===== config.mk =====
export PLATFORM = sky130hd
export DESIGN_NAME = ssf_status_ctrl
export DESIGN_NICKNAME = d
export VERILOG_FILES = /design/src/rtl/ssf_pkg.sv /design/src/rtl/ssf_flag_cell.sv /design/src/rtl/ssf_event_map.sv /design/src/rtl/ssf_status_ctrl.sv
export SDC_FILE = /design/constraint.sdc
export NUM_CORES = 1
export LEC_CHECK = 0
export BUFFER_PORTS_ARGS = -buffer_cell sky130_fd_sc_hd__buf_2
export CAP_MARGIN = 20
export CORE_MARGIN = 2
export CORE_UTILIZATION = 46
export DETAILED_ROUTE_END_ITERATION = 12
export PLACE_DENSITY = 0.78
export SLEW_MARGIN = 10
export SYNTH_ARGS = -nofsm -noshare
export SYNTH_HDL_FRONTEND = slang
export SYNTH_SLANG_ARGS = --single-unit

===== constraint.sdc =====
create_clock -name clk -period 1.3 [get_ports clk]
set_input_delay 0.065 -clock clk [delete_from_list [all_inputs] [get_ports clk]]
set_output_delay 0.065 -clock clk [all_outputs]
set_load 0.02 [all_outputs]

===== src/rtl/ssf_pkg.sv =====
package ssf_pkg;
    localparam int STATUS_W = 16;
    localparam int FLAG_W   = 9;

    localparam int BIT_PARITY  = 0;
    localparam int BIT_FRAMING = 1;
    localparam int BIT_NOISE   = 2;
    localparam int BIT_OVERRUN = 3;
    localparam int BIT_LINE_ID = 4;
    localparam int BIT_RX_BUSY = 5;
    localparam int BIT_RX_FULL = 6;
    localparam int BIT_TX_DONE = 7;
    localparam int BIT_TX_EMPTY = 8;

    localparam logic [FLAG_W-1:0] RESET_FLAGS = 9'h180;
    // flags that a data-register write completes the clear of
    localparam logic [FLAG_W-1:0] WR_CLR_MASK = 9'h180;
    // flags that a data-register read completes the clear of
    localparam logic [FLAG_W-1:0] RD_CLR_MASK = 9'h05F;
    // bits that mirror a level instead of latching an event
    localparam logic [FLAG_W-1:0] LEVEL_MASK  = 9'h020;

    typedef struct packed {
        logic flag;
        logic armed;
    } cell_state_t;
endpackage


===== src/rtl/ssf_flag_cell.sv =====
module ssf_flag_cell
    import ssf_pkg::*;
#(
    parameter logic RESET_VAL = 1'b0
) (
    input  logic clk,
    input  logic rst_n,
    input  logic set_i,
    input  logic arm_i,
    input  logic clr_i,
    output logic flag_o
);
    cell_state_t st_d, st_q;

    always_comb begin
        st_d = st_q;
        if (set_i) begin
            st_d.flag  = 1'b1;
            st_d.armed = 1'b0;
        end else if (clr_i) begin
            if (st_q.armed) begin
                st_d.flag = 1'b0;
            end
            st_d.armed = 1'b0;
        end else if (arm_i) begin
            st_d.armed = st_q.flag;
        end
    end

    always_ff @(posedge clk) begin
        if (!rst_n) begin
            st_q <= '{flag: RESET_VAL, armed: 1'b0};
        end else begin
            st_q <= st_d;
        end
    end

    assign flag_o = st_q.flag;
endmodule


===== src/rtl/ssf_event_map.sv =====
module ssf_event_map
    import ssf_pkg::*;
(
    input  logic              tx_load_i,
    input  logic              tx_done_i,
    input  logic              rx_load_i,
    input  logic              rx_noise_i,
    input  logic              rx_frame_i,
    input  logic              rx_parity_i,
    input  logic              rx_overrun_i,
    input  logic              rx_idle_i,
    input  logic              rx_active_i,
    input  logic              stat_rd_hi_i,
    input  logic              stat_rd_lo_i,
    input  logic              data_rd_i,
    input  logic              data_wr_i,
    output logic [FLAG_W-1:0] set_vec_o,
    output logic [FLAG_W-1:0] clr_vec_o,
    output logic              arm_o
);
    always_comb begin
        set_vec_o               = '0;
        set_vec_o[BIT_TX_EMPTY] = tx_load_i;
        set_vec_o[BIT_TX_DONE]  = tx_done_i;
        set_vec_o[BIT_RX_FULL]  = rx_load_i;
        set_vec_o[BIT_RX_BUSY]  = rx_active_i;
        set_vec_o[BIT_LINE_ID]  = rx_idle_i;
        set_vec_o[BIT_OVERRUN]  = rx_overrun_i;
        set_vec_o[BIT_NOISE]    = rx_load_i & rx_noise_i;
        set_vec_o[BIT_FRAMING]  = rx_load_i & rx_frame_i;
        set_vec_o[BIT_PARITY]   = rx_load_i & rx_parity_i;
    end

    // either byte of the status word counts as a full read
    assign arm_o = stat_rd_hi_i | stat_rd_lo_i;

    for (genvar i = 0; i < FLAG_W; i++) begin : g_clr
        if (WR_CLR_MASK[i]) begin : g_wr
            assign clr_vec_o[i] = data_wr_i;
        end else if (RD_CLR_MASK[i]) begin : g_rd
            assign clr_vec_o[i] = data_rd_i;
        end else begin : g_none
            assign clr_vec_o[i] = 1'b0;
        end
    end
endmodule


===== src/rtl/ssf_status_ctrl.sv =====
module ssf_status_ctrl
    import ssf_pkg::*;
(
    input  logic                clk,
    input  logic                rst_n,
    input  logic                tx_load_i,
    input  logic                tx_done_i,
    input  logic                rx_load_i,
    input  logic                rx_noise_i,
    input  logic                rx_frame_i,
    input  logic                rx_parity_i,
    input  logic                rx_overrun_i,
    input  logic                rx_idle_i,
    input  logic                rx_active_i,
    input  logic                stat_rd_hi_i,
    input  logic                stat_rd_lo_i,
    input  logic                data_rd_i,
    input  logic                data_wr_i,
    output logic [STATUS_W-1:0] status_o
);
    localparam int PAD_W = STATUS_W - FLAG_W;

    logic [FLAG_W-1:0] set_vec;
    logic [FLAG_W-1:0] clr_vec;
    logic              arm;
    logic [FLAG_W-1:0] flags;

    ssf_event_map u_map (
        .tx_load_i    (tx_load_i),
        .tx_done_i    (tx_done_i),
        .rx_load_i    (rx_load_i),
        .rx_noise_i   (rx_noise_i),
        .rx_frame_i   (rx_frame_i),
        .rx_parity_i  (rx_parity_i),
        .rx_overrun_i (rx_overrun_i),
        .rx_idle_i    (rx_idle_i),
        .rx_active_i  (rx_active_i),
        .stat_rd_hi_i (stat_rd_hi_i),
        .stat_rd_lo_i (stat_rd_lo_i),
        .data_rd_i    (data_rd_i),
        .data_wr_i    (data_wr_i),
        .set_vec_o    (set_vec),
        .clr_vec_o    (clr_vec),
        .arm_o        (arm)
    );

    for (genvar i = 0; i < FLAG_W; i++) begin : g_bit
        if (LEVEL_MASK[i]) begin : g_level
            logic lvl_d, lvl_q;
            always_comb lvl_d = set_vec[i];
            always_ff @(posedge clk) begin
                if (!rst_n) lvl_q <= RESET_FLAGS[i];
                else        lvl_q <= lvl_d;
            end
            assign flags[i] = lvl_q;
        end else begin : g_latch
            ssf_flag_cell #(.RESET_VAL(RESET_FLAGS[i])) u_cell (
                .clk    (clk),
                .rst_n  (rst_n),
                .set_i  (set_vec[i]),
                .arm_i  (arm),
                .clr_i  (clr_vec[i]),
                .flag_o (flags[i])
            );
        end
    end

    assign status_o = {{PAD_W{1'b0}}, flags};
endmodule


After elaboration in Yosys (flattened, before gate mapping)

Cells that the tools add are included.
W data, S select, Z words.

Register bits: 17
Output and inout port bits: 16
Logic and storage cells: 82

Multiplexer cells: 30
Bitwise logic cells: 5
Reduce and logical (&&, ||, !) cells: 30

Operator list:

| cell               | number |
|---|---|
| $mux W1            | 24 |
| $reduce_bool A2 Y1 | 12 |
| $reduce_or A3 Y1   | 8 |
| $reduce_and A2 Y1  | 8 |
| $mux W2            | 6 |
| $reduce_or A2 Y1   | 2 |
| $and A1 B1 Y1      | 3 |
| $not A1 Y1         | 1 |
| $or A1 B1 Y1       | 1 |

Longest topological paths before layout

Gate-level depths: netlist (run 1).

Depth in word-level cells: 4
Mapped depth: 3
Depth with buffers taken out: 2

Hierarchy

Synthesis (run 1) repeated with hierarchy kept, for this count alone.

Cell total of the unflattened synthesis: 87
Area total of the unflattened synthesis: 882.1 um2

Modules (own cells, without submodules):

| module                                      | times used | cells an instance | area an instance (um2) | sequential area each (um2) |
|---|---|---|---|---|
| ssf_flag_cell (g_bit[0].g_latch.u_cell ...) | 6          | 7                 | 80.1                   | 40.0 |
| ssf_flag_cell (g_bit[7].g_latch.u_cell ...) | 2          | 7                 | 85.1                   | 40.0 |
| ssf_event_map                               | 1          | 20                | 141.4                  | 0.0 |
| ssf_status_ctrl                             | 1          | 11                | 90.1                   | 20.0 |

Least setup slack after synthesis (run 1)

Ideal clock, no wire load.

Path kind: flip-flop to flip-flop
Start: register, netlist name g_bit[7].g_latch.u_cell.st_q[0]
End: register g_bit[7].g_latch.u_cell.st_q[0] in the netlist's numbering
Setup time: 0.103 ns
Data arrival time: 0.918 ns
Data required time: 1.197 ns
Setup slack: 0.278 ns
Stages on the path, launching flop included: 3
Buffers on the path: 0
Path through: dfxtp_1 or3b_1 a2111oi_2

RTL lines:

| what                 | line                | source |
|---|---|---|
| end signal, assigned | ssf_flag_cell.sv:32 | `st_q <= '{flag: RESET_VAL, armed: 1'b0};` |
| end signal, assigned | ssf_flag_cell.sv:34 | `st_q <= st_d;` |
| end, declared        | ssf_flag_cell.sv:13 | `cell_state_t st_d, st_q;` |

==> flow_summary.json, run 1 <==
{
  "n_fill_cell": 163,
  "core-area_mm2": 0.00171,
  "rsz0062_at_grt": "false",
  "synth-edff-count": 0,
  "synth_top_area_share_pct": 41.6,
  "ctsRootBufferMaster": "clkbuf_4",
  "grt_pass1_vias": 558,
  "finalSetupViolations": 0,
  "crit_path_end_kind": "flop",
  "post-synth-top-area-cell": "dfxtp_1",
  "whs_endpoint": "g_bit[6].g_latch.u_cell.st_q[0]$_SDFFE_PP0P_",
  "r2r_start": "g_bit[8].g_latch.u_cell.st_q[0]$_SDFFE_PP0P_",
  "r2r_end": "g_bit[8].g_latch.u_cell.st_q[0]$_SDFFE_PP0P_",
  "timing.fmax_mhz": 919,
  "grt_overflow": 0,
  "die_area_mm2": 0.00213,
  "cts_tree": "done",
  "routed-via-count": 639,
  "drt_iter0_drc": 3,
  "via_per_inst": 4.95,
  "fin_crit_sh_pct": 83.7,
  "required_ps": 1490,
  "antenna_found_initial": 0,
  "ant_nets": 0,
  "hold_viol": 0,
  "whs_path_depth": 2,
  "cts.htree.levels": 1,
  "p_leak_nw": 0.372,
  "slowest_delay_ps": 370,
  "gp_congestion": 0.681,
  "fin_crit_ps": 1090,
  "r2r_setup_slack_ps": 210,
  "rows": 15,
  "irDropWorstVdd_uv": 666,
  "slowest_stage": "or3b_1",
  "synth_most_common_cell": "dfxtp_1",
  "clk_pin_slew_ps": 90,
  "setup_tns_ps": 0,
  "cts_buffer_depth": 2,
  "drtPass1Iterations": 4,
  "wl_mm": 1.45,
  "ys_seq_elements": 17,
  "postLayoutSetupSlackWorst_ps": 211,
  "antennaDiodeCount": 0,
  "crit_path_cell_trace": "or3b_1, a2111oi_2",
  "clk_latency_ps": 290,
  "ios": 31,
  "yosysUniqueCellTypes": 22,
  "port_buffers": 23,
  "grt.total_usage_pct": 15.8,
  "syn_area_per_cell_um2": 9.86,
  "path_class": "flop to flop",
  "synth_commonest_cells": "17 x dfxtp_1, 16 x buf_4, 6 x o21ai_0",
  "nNetsFinal": 120,
  "drt-wirelength-per-cell_um": 11.2,
  "syn_inst": 83,
  "start_kind": "flop",
  "grt_max_degree": 17,
  "hp-start": "rx_load_i",
  "syn_area_um2": 818,
  "start_util_pct": 47.9,
  "async_flop_share_pct": 0,
  "ff2ff_path_depth": 2,
  "fp.dieH_um": 46.2,
  "grt_pass1_wl_mm": 2.36,
  "drv_slew": 0,
  "numClockSinks": 17,
  "synth.area.top_cells": "dfxtp_1 42%, buf_4 15%, or3b_1 5.4%",
  "synth-main-ff-cell": "dfxtp_1",
  "drc": 0,
  "dpl_worst_slack_ps": 224,
  "pwr_density_cell_mw_per_mm2": 1050,
  "dp_hpwl_um": 988,
  "clock_skew_ps": 1.12,
  "crit_fanout": 2,
  "status": "finished, final reports clean",
  "yosys_warnings": 0,
  "hold_class": "input pin to flop",
  "syn2layout_area_growth_pct": 15.3,
  "numCtsBuffers": 3,
  "cap_viol_max_count": 0,
  "yosysSeqAreaShare_pct": 41.6,
  "drive_above_1_share_pct": 30.8,
  "cp.arrival_ps": 1280,
  "die_w_um": 46.2
}
-- routing by layer --
metal	share of wire, %	routed length (um)	track usage [%]	vias to the layer above
met3	5.5	80	7.06	2
li1	-	-	-	320
met4	0.55	8	3.43	0
met1	44	634	17.1	295
met5	0	0	0	-
met2	50	724	28.1	22
-- per-stage QoR --
stage / hold WS, ps / util (%) / instances / area, um2 / power (W)
after floorplan: 134 / - / 89 / 841 / 0.000693
after global placement: 246 / 49.6 / 118 / 847 / 0.000706
after detailed placement: 251 / 49.6 / 118 / 847 / 0.000710
after CTS: 11.8 / 55.2 / 129 / 943 / 0.00101
after global routing: 28.8 / 55.2 / 129 / 943 / 0.00105
final: 15.1 / 55.2 / 129 / 943 / 0.000987
-- worst max-delay path by stage --
stage	from	to	slack (ps)	cells past startpoint
after floorplan	g_bit[7].g_latch.u_cell.st_q[0]$_SDFFE_PP0P_	g_bit[7].g_latch.u_cell.st_q[0]$_SDFFE_PP0P_	280	2
after global placement	g_bit[7].g_latch.u_cell.st_q[0]$_SDFFE_PP0P_	g_bit[7].g_latch.u_cell.st_q[0]$_SDFFE_PP0P_	260	2
after detailed placement	g_bit[8].g_latch.u_cell.st_q[0]$_SDFFE_PP0P_	g_bit[8].g_latch.u_cell.st_q[0]$_SDFFE_PP0P_	220	2
after CTS	g_bit[8].g_latch.u_cell.st_q[0]$_SDFFE_PP0P_	g_bit[8].g_latch.u_cell.st_q[0]$_SDFFE_PP0P_	200	2
after global routing	g_bit[8].g_latch.u_cell.st_q[0]$_SDFFE_PP0P_	g_bit[8].g_latch.u_cell.st_q[0]$_SDFFE_PP0P_	120	2
final	g_bit[8].g_latch.u_cell.st_q[0]$_SDFFE_PP0P_	g_bit[8].g_latch.u_cell.st_q[0]$_SDFFE_PP0P_	210	2
-- timing repair --
item / 4_1_cts / 5_1_grt
hold buffers: 7 / 0
endpoints found under the hold margin: 9 / 0
gates resized for setup: 0 / 0
buffers inserted: 0 / 0
-- worst max-delay path, delay by kind of cell (launching register included) --
kind	cells	cell delay, ps
AOI/OAI and AO/OA	1	290
DFF	1	340
and+or+nand+nor	1	370
-- state kept, by name, indices dropped and copies added (netlist names) --
register	count
g_bit.g_latch.u_cell.flag_o	8
g_bit.g_latch.u_cell.st_q	8
g_bit.g_level.lvl_q	1
-- layout make-up --
class / count / area (um2) / area share [%]
timing repair buffer: 30 / 185 / 19.6
multi-input combinational: 52 / 357 / 37.8
clock buffer: 4 / 26.3 / 2.79
inverter: 1 / 3.75 / 0.398
tap: 25 / 31.3 / 3.32
sequential: 17 / 340 / 36.1
-- cell usage in the layout (no fill, tap or decap), types with 2 or more instances in the layout --
cell type / count
buf_2: 23
dfxtp_1: 17
conb_1: 7
dlygate4sd3_1: 7
o21ai_0: 6
a21boi_0: 5
o21a_1: 5
or3b_1: 5
a211oi_1: 5
nand2_1: 3
and2_1: 3
or3b_2: 3
clkbuf_4: 3
a211o_1: 2
o21ai_1: 2
a2111oi_2: 2
-- kinds of logic after synthesis --
family | synth area share, %
buffers and inverters | 17.6
AO/OA/AOI/OAI | 27.4
AND/OR/NAND/NOR | 13.0
other | 0.458
flip-flops | 41.6
-- where the power goes --
group / internal [W] / switching, W
logic: 0.0000666 / 0.0000934
clock network: 0.000119 / 0.000155
registers: 0.000542 / 0.0000112
No activity file was read; power rests on OpenSTA's default activity.
==> inputs of run 2 (changes only) <==
Settings changed: CORE_UTILIZATION 46 to 42, PLACE_DENSITY 0.78 to 0.75.
Clock period 1.3 ns to 0.97 ns, I/O delays scaled along.
==> run 2 against run 1 <==
The run now ends with setup timing left. Sequential power rose by 34%. Combinational power up 68%. Design area is 15% higher. Via count rose by 2.3%.
==> flow_summary.json, run 2 (synthesis results as in run 1) <==
{
  "grt.total_usage_pct": 14.9,
  "routed-via-count": 654,
  "mostFrequentLayoutCells": "23 x buf_2, 10 x dfxtp_1, 7 x conb_1, 7 x dfxtp_2, 7 x dlygate4sd3_1",
  "n_fill_cell": 148,
  "core-area_mm2": 0.00178,
  "drive_above_1_share_pct": 47.7,
  "start_util_pct": 45.9,
  "nNetsFinal": 125,
  "dp_hpwl_mm": 1.13,
  "syn2layout_area_growth_pct": 32.1,
  "port_buffers": 23,
  "gp_congestion": 0.687,
  "ios": 31,
  "r2r_setup_slack_ps": -140,
  "numClockSinks": 17,
  "fp.dieH_um": 48.1,
  "crit_path_end_kind": "flop",
  "required_ps": 1160,
  "drt-wirelength-per-cell_um": 11.9,
  "status": "finished, violations left",
  "irDropWorstVdd_uv": 668,
  "antennaDiodeCount": 0,
  "cap_viol_max_count": 0,
  "start_kind": "flop",
  "cts.htree.levels": 1,
  "grt_overflow": 0,
  "hold_viol": 0,
  "dpl_worst_slack_ps": -99.7,
  "clock_skew_ps": 0.956,
  "timing.fmax_mhz": 904,
  "drv_slew": 0,
  "numPlacedInstances": 123,
  "p_leak_nw": 0.424,
  "ant_nets": 0,
  "rows": 15,
  "fin_cells": 134,
  "die_w_um": 48.1,
  "grtUsageMet3_pct": 6.67,
  "crit_fanout": 2,
  "antenna_found_initial": 0,
  "ctsRootBufferMaster": "clkbuf_4",
  "cts_buffer_depth": 2,
  "rsz0062_at_grt": "true",
  "finalSetupViolations": 3,
  "grt_max_degree": 10,
  "final_common_cell": "buf_2",
  "ff2ff_path_depth": 2,
  "drc": 0,
  "startpoint": "g_bit[8].g_latch.u_cell.st_q[0]$_SDFFE_PP0P_",
  "hold_class": "input pin to flop",
  "clk_latency_ps": 280,
  "crit_end": "g_bit[8].g_latch.u_cell.st_q[0]$_SDFFE_PP0P_",
  "cts_tree": "done",
  "wl_mm": 1.59,
  "use_met1_pct": 17.4,
  "gr-max-usage-layer": "met2",
  "grt_pass1_vias": 514,
  "drtPass1Iterations": 3,
  "numCtsBuffers": 3,
  "failed_checks": "setup timing",
  "cp.arrival_ps": 1290,
  "r2r_end": "g_bit[8].g_latch.u_cell.st_q[0]$_SDFFE_PP0P_",
  "die_area_mm2": 0.00232,
  "path_class": "flop to flop",
  "post-cts-setup-buffer-count": 0,
  "via_per_inst": 4.88,
  "fin_crit_ps": 1110,
  "grt_pass1_wl_mm": 2.26,
  "fin_crit_sh_pct": 114,
  "pwr_density_cell_mw_per_mm2": 1270,
  "r2r_start": "g_bit[8].g_latch.u_cell.st_q[0]$_SDFFE_PP0P_",
  "clk_pin_slew_ps": 90,
  "whs_path_depth": 2,
  "met2_usage_pct": 23.4,
  "postLayoutSetupSlackWorst_ps": -136,
  "drt_iter0_drc": 3
}
-- run 2: critical path, cell delays in order (launching register included) --
cell       delay, ps
dfxtp_2          340
or3b_4           390
a2111oi_4        290
-- run 2: how the worst min path moves through the flow --
stage	start	slack (ps)	to
floorplan	tx_done_i	120	g_bit[7].g_latch.u_cell.st_q[0]$_SDFFE_PP0P_
global placement	tx_done_i	230	g_bit[7].g_latch.u_cell.st_q[0]$_SDFFE_PP0P_
detailed placement	tx_load_i	240	g_bit[8].g_latch.u_cell.st_q[0]$_SDFFE_PP0P_
CTS	rx_load_i	6	g_bit[6].g_latch.u_cell.st_q[0]$_SDFFE_PP0P_
global route	rx_load_i	10	g_bit[6].g_latch.u_cell.st_q[0]$_SDFFE_PP0P_
finish	rx_load_i	8	g_bit[6].g_latch.u_cell.st_q[0]$_SDFFE_PP0P_
-- run 2: cell type report --
class / count / area [um2] / area share, %
multi-input combinational: 52 / 423 / 39.1
sequential: 17 / 349 / 32.3
timing repair buffer: 35 / 248 / 22.9
tap: 25 / 31.3 / 2.89
clock buffer: 4 / 26.3 / 2.43
inverter: 1 / 3.75 / 0.347
-- run 2: timing repair --
| item | 4_1_cts | 5_1_grt |
|---|---|---|
| hold buffers | 7 | 0 |
| resized for setup | 5 | 9 |
| endpoints found under the setup margin | 4 | 8 |
| endpoints found under the hold margin | 10 | 0 |
| cloned | 0 | 0 |
-- run 2: per-stage QoR --
stage | setup TNS (ps) | util [%] | total power [W] | hold slack [ps] | area, um2
finish | -270 | 60.6 | 0.00138 | 7.72 | 1080
global route | -490 | 60.6 | 0.00144 | 9.63 | 1080
CTS | -222 | 58.3 | 0.00138 | 5.90 | 1040
detailed placement | -342 | 52.3 | 0.000986 | 238 | 932
global placement | -147 | 52.3 | 0.000981 | 231 | 932
floorplan | -103 | - | 0.000934 | 117 | 863
-- run 2: per-layer routing --
metal | up-vias | part of all wire [%]
met2 | 17 | 49
met1 | 305 | 45
met5 | - | 0
met3 | 4 | 4.9
li1 | 328 | -
met4 | 0 | 1.4
-- run 2: power by group --
part / total (W) / leakage [nW] / internal (W) / switching, W
Sequential: 0.000741 / 0.143 / 0.000728 / 0.0000137
Clock: 0.000367 / 0.0150 / 0.000160 / 0.000207
Combinational: 0.000268 / 0.266 / 0.000120 / 0.000148
